[src/rtl/sef_pkg.sv]
package sef_pkg;
    typedef enum logic [1:0] {
        MODE_RX     = 2'd0,
        MODE_TX     = 2'd1,
        MODE_MSTORE = 2'd2,
        MODE_MCONT  = 2'd3
    } sh_mode_e;

    typedef struct packed {
        logic full;
        logic err;
    } slot_state_t;
endpackage

[src/rtl/sef_slot.sv]
module sef_slot
    import sef_pkg::*;
(
    input  logic       clk,
    input  logic       rst_n,
    input  logic [1:0] mode_i,
    input  logic       store_i,
    input  logic       load_i,
    input  logic       frame_bad_i,
    input  logic       match_i,
    input  logic       buf_wr_i,
    input  logic       buf_rd_i,
    input  logic       clr_i,
    output logic       err_o
);
    sh_mode_e    mode;
    slot_state_t st_d, st_q;
    logic        set_ev;
    logic        rd_clr;

    always_comb begin
        mode   = sh_mode_e'(mode_i);
        st_d   = st_q;
        set_ev = 1'b0;
        rd_clr = 1'b0;
        unique case (mode)
            MODE_RX: begin
                set_ev    = frame_bad_i | (store_i & st_q.full & ~buf_rd_i);
                st_d.full = store_i | (st_q.full & ~buf_rd_i);
            end
            MODE_TX: begin
                set_ev    = load_i & ~st_q.full & ~buf_wr_i;
                st_d.full = st_q.full ? (buf_wr_i | ~load_i) : (buf_wr_i & ~load_i);
            end
            MODE_MSTORE: begin
                set_ev    = match_i & st_q.full & ~buf_rd_i;
                st_d.full = match_i | (st_q.full & ~buf_rd_i);
            end
            MODE_MCONT: begin
                set_ev    = match_i;
                st_d.full = 1'b0;
                rd_clr    = buf_rd_i;
            end
            default: begin
                set_ev    = 1'b0;
            end
        endcase
        st_d.err = set_ev | (st_q.err & ~(clr_i | rd_clr));
    end

    always_ff @(posedge clk or negedge rst_n) begin
        if (!rst_n) st_q <= '0;
        else        st_q <= st_d;
    end

    assign err_o = st_q.err;

    p_frame_sets_r5: assert property (@(posedge clk) disable iff (!rst_n)
        (mode_i == 2'd0 && frame_bad_i) |=> err_o);

    p_mcont_match_sets_r8: assert property (@(posedge clk) disable iff (!rst_n)
        (mode_i == 2'd3 && match_i) |=> err_o);

    p_w1c_clears_r3: assert property (@(posedge clk) disable iff (!rst_n)
        (clr_i && !set_ev) |=> !err_o);

    p_set_wins_r9: assert property (@(posedge clk) disable iff (!rst_n)
        (set_ev && (clr_i || buf_rd_i)) |=> err_o);

    p_hold_r10: assert property (@(posedge clk) disable iff (!rst_n)
        (!set_ev && !clr_i && !rd_clr) |=> $stable(err_o));
endmodule

[src/rtl/sef_csr.sv]
module sef_csr #(
    parameter int NUM_SH = 4,
    parameter int REG_W  = 32
) (
    input  logic              clk,
    input  logic              rst_n,
    input  logic              reg_wr_i,
    input  logic [REG_W-1:0]  reg_wdata_i,
    input  logic [NUM_SH-1:0] err_i,
    output logic [NUM_SH-1:0] clr_o,
    output logic [REG_W-1:0]  rdata_o
);
    localparam int RESV_W = REG_W - NUM_SH;

    logic resv_unused;
    assign resv_unused = ^reg_wdata_i[REG_W-1:NUM_SH];

    always_comb begin
        clr_o   = reg_wr_i ? reg_wdata_i[NUM_SH-1:0] : '0;
        rdata_o = {{RESV_W{1'b0}}, err_i};
    end

    p_resv_zero_r2: assert property (@(posedge clk) disable iff (!rst_n)
        rdata_o[REG_W-1:NUM_SH] == '0);

    p_clr_needs_write_r3: assert property (@(posedge clk) disable iff (!rst_n)
        (|clr_o) |-> reg_wr_i);
endmodule

[src/rtl/shifter_err_flags.sv]
module shifter_err_flags
    import sef_pkg::*;
#(
    parameter int NUM_SH = 4,
    parameter int REG_W  = 32
) (
    input  logic                  clk,
    input  logic                  rst_n,
    input  logic [2*NUM_SH-1:0]   mode_i,
    input  logic [NUM_SH-1:0]     sh_store_i,
    input  logic [NUM_SH-1:0]     sh_load_i,
    input  logic [NUM_SH-1:0]     frame_bad_i,
    input  logic [NUM_SH-1:0]     match_i,
    input  logic [NUM_SH-1:0]     buf_wr_i,
    input  logic [NUM_SH-1:0]     buf_rd_i,
    input  logic                  reg_wr_i,
    input  logic [REG_W-1:0]      reg_wdata_i,
    output logic [REG_W-1:0]      reg_rdata_o
);
    logic [NUM_SH-1:0] clr;
    logic [NUM_SH-1:0] err;

    for (genvar i = 0; i < NUM_SH; i++) begin : g_slot
        sef_slot u_slot (
            .clk         (clk),
            .rst_n       (rst_n),
            .mode_i      (mode_i[2*i +: 2]),
            .store_i     (sh_store_i[i]),
            .load_i      (sh_load_i[i]),
            .frame_bad_i (frame_bad_i[i]),
            .match_i     (match_i[i]),
            .buf_wr_i    (buf_wr_i[i]),
            .buf_rd_i    (buf_rd_i[i]),
            .clr_i       (clr[i]),
            .err_o       (err[i])
        );
    end

    sef_csr #(.NUM_SH(NUM_SH), .REG_W(REG_W)) u_csr (
        .clk         (clk),
        .rst_n       (rst_n),
        .reg_wr_i    (reg_wr_i),
        .reg_wdata_i (reg_wdata_i),
        .err_i       (err),
        .clr_o       (clr),
        .rdata_o     (reg_rdata_o)
    );
endmodule

[config.mk]
export PLATFORM = sky130hd
export DESIGN_NAME = shifter_err_flags
export DESIGN_NICKNAME = d
export VERILOG_FILES = /design/src/rtl/sef_pkg.sv /design/src/rtl/sef_slot.sv /design/src/rtl/sef_csr.sv /design/src/rtl/shifter_err_flags.sv
export SDC_FILE = /design/constraint.sdc
export NUM_CORES = 1
export LEC_CHECK = 0
export BUFFER_PORTS_ARGS = -buffer_cell sky130_fd_sc_hd__buf_2
export CAP_MARGIN = 20
export CORE_ASPECT_RATIO = 0.5
export CORE_MARGIN = 10
export CORE_UTILIZATION = 32
export CTS_CLUSTER_DIAMETER = 30
export DETAILED_ROUTE_END_ITERATION = 16
export GPL_ROUTABILITY_DRIVEN = 0
export PLACE_DENSITY = 0.77
export SKIP_CTS_REPAIR_TIMING = 1
export SLEW_MARGIN = 25
export SYNTH_ARGS = -nofsm -noshare
export SYNTH_HDL_FRONTEND = slang
export SYNTH_HIERARCHICAL = 1
export SYNTH_SLANG_ARGS = --single-unit
[constraint.sdc]
create_clock -name clk -period 1.13 [get_ports clk]
set_clock_uncertainty 0.15 [all_clocks]
set_input_delay 0.1695 -clock clk [delete_from_list [all_inputs] [get_ports clk]]
set_output_delay 0.1695 -clock clk [all_outputs]
set_load 0.05 [all_outputs]
==> reports/metrics.yaml <==
status: "finished with violations"
violations: "negative setup slack"
maxCapViolCount: 0
synth_warnings: 6
syn_area_um2: 950
numCtsBuffers: 3
synth_cells: 101
layout_commonest_cell: "buf_2"
diodes: 0
worstPathArrival_ns: 1.31
grt_usage_pct: 8.32
leakagePower_nw: 0.593
antenna_found_initial: 0
ant_nets: 0
vdd_ir_drop_max_mv: 0.449
holdCritStartpoint: "mode_i[7]"
grt-ovfl-total: 0
coreArea_mm2: 0.00272
dp_hpwl_mm: 2.21
drive_gt1_share_pct: 40.3
drt-pass1-iter-count: 3
critical_path.top_delay_family: "compound AO/OA/AOI/OAI gates"
hold_viol: 0
post_drt_wl_per_cell_um: 14.0
grt_pass1_vias: 886
htreeDepth: 1
syn_avg_cell_area_um2: 9.40
min_period_ns: 1.30
route.detailed.drc: 0
power.internal_mw: 0.751
regToRegStartpoint: "g_slot[0].u_slot/st_q[1]"
syn_to_final_growth_pct: 22.4
insertion_delay_ns: 0.23
port-buffer-count: 42
die_height_um: 58.5
setup_ws_ns: -0.171
synth_seq_cells: 8
whs_ns: 0.0847
vias: 772
slowest_delay_ns: 0.39
crit_buf_inv: 0
synth_seq_area_share_pct: 21.1
worstSetupEndpointType: "flop"
hold_path_depth: 2
grt_pass1_wl_mm: 3.88
rsz0062_at_grt: "true"
placed_cell_area_mm2: 0.00107
viasPerCell: 4.27
final_cell_mix: "38 x buf_2, 28 x conb_1, 8 x inv_1, 8 x dfrtp_1"
min_to: "g_slot[3].u_slot/st_q[1]"
period_share_pct: 115
drt-total-wl_mm: 2.54
worstPathRequired_ns: 1.14
clock_path_buffers: 2
power_density_mw_per_mm2: 1130
max_freq_mhz: 769
top_level_ports: 99
yosysUniqueCellTypes: 17
worstPathCellList: "o311a_1, a211o_1, nand2_1"
num_rows: 13
drv_slew: 0
reg2reg_depth: 3
dieArea_mm2: 0.00568
setup_viol: 8
initial_core_util_pct: 35.0
clock_sinks: 8
cts_tree: "yes"
clockPowerShare_pct: 26.0
slowest_stage: "dfrtp_1"
nets: 213
drt_iter0_drc: 11
switching_share_pct: 42.8
cts.clk_slew.worst_paths_ns: 0.04
crit_path_start_kind: "flop"
rr_endpoint: "g_slot[0].u_slot/err_o"
root_buffer: "clkbuf_8"
grt_max_degree: 9
switchingPower_mw: 0.561
hold_class: "in -> reg"
final_area_mm2: 0.00116
die_w_um: 97.0
seq_power_share_pct: 27.0
combPwrFrac_pct: 47.0
critPathMaxFanout: 3
reg2reg_slack_ns: -0.17
criticalPathCategory: "reg -> reg"
-- power by group through the flow --
stage                     Combinational (mW)  Sequential [mW]  Clock (mW)
after floorplan                        0.519            0.344           0
after global placement                 0.561            0.351           0
after detailed placement               0.570            0.353           0
after CTS                              0.570            0.350       0.357
after global routing                   0.655            0.359       0.375
final                                  0.616            0.355       0.341
-- worst max-delay path by stage --
stage               cells past startpoint                startpoint                      to  slack, ns
floorplan                               4  g_slot[0].u_slot/st_q[1]  g_slot[0].u_slot/err_o      -0.07
global placement                        4  g_slot[1].u_slot/st_q[1]  g_slot[1].u_slot/err_o      -0.12
detailed placement                      4  g_slot[0].u_slot/st_q[1]  g_slot[0].u_slot/err_o      -0.16
CTS                                     4  g_slot[0].u_slot/st_q[1]  g_slot[0].u_slot/err_o      -0.16
global route                            4  g_slot[0].u_slot/st_q[1]  g_slot[0].u_slot/err_o      -0.25
finish                                  3  g_slot[0].u_slot/st_q[1]  g_slot[0].u_slot/err_o      -0.17
-- final cells by class --
type,count,area (um2)
Clock buffer,3,41.3
Tap cell,37,46.3
Inverter,8,30.0
Fill cell,276,1550
Sequential cell,8,200
Multi-Input combinational cell,80,584
Timing Repair Buffer,45,260
-- cells by family after synthesis --
family	synth area share, %
mux	4.22
compound gates	26.4
simple gates	15.3
buf+inv	28.5
other cells	0.395
flops	21.1
fa+ha+maj	4.22
-- routing by layer --
layer  vias to the layer above  global-route usage [%]  routed length (um)
li1                        385                       -                   -
met4                         0                    6.05                  53
met5                         -                       0                   0
met3                         4                    2.33                 132
met2                        35                    16.2                1370
met1                       348                    7.60                 983
-- registers in the layout, indices dropped and copies added, names as in the netlist --
name                 flops
g_slot.u_slot/err_o      4
g_slot.u_slot/st_q       4
-- cells in the mapped netlist --
cell | count | area share [%]
o311a_1 | 4 | 4.2
a21oi_1 | 4 | 2.1
mux2i_1 | 4 | 4.2
dfrtp_1 | 8 | 21
o21ai_0 | 4 | 2.1
nand2_1 | 4 | 1.6
maj3_1 | 4 | 4.2
o22ai_1 | 4 | 2.6
conb_1 | 1 | 0.39
nand3b_1 | 4 | 3.2
a2111oi_4 | 4 | 12
nor2b_4 | 4 | 5.8
and2_1 | 4 | 2.6
nand3_1 | 4 | 2.1
a211o_1 | 4 | 3.7
buf_4 | 32 | 25
inv_1 | 8 | 3.2
-- through the flow --
stage | setup slack, ns | TNS [ns] | instances | power (mW) | util [%]
3_5_place_dp | -0.155 | -0.970 | 175 | 0.923 | 39.3
6_report | -0.171 | -0.898 | 181 | 1.31 | 42.8
2_1_floorplan | -0.0683 | -0.438 | 128 | 0.863 | -
4_1_cts | -0.164 | -1.26 | 178 | 1.28 | 40.8
3_3_place_gp | -0.118 | -0.817 | 175 | 0.911 | 39.3
5_1_grt | -0.247 | -1.34 | 181 | 1.39 | 42.8
Power figures use the tool's default switching activity.
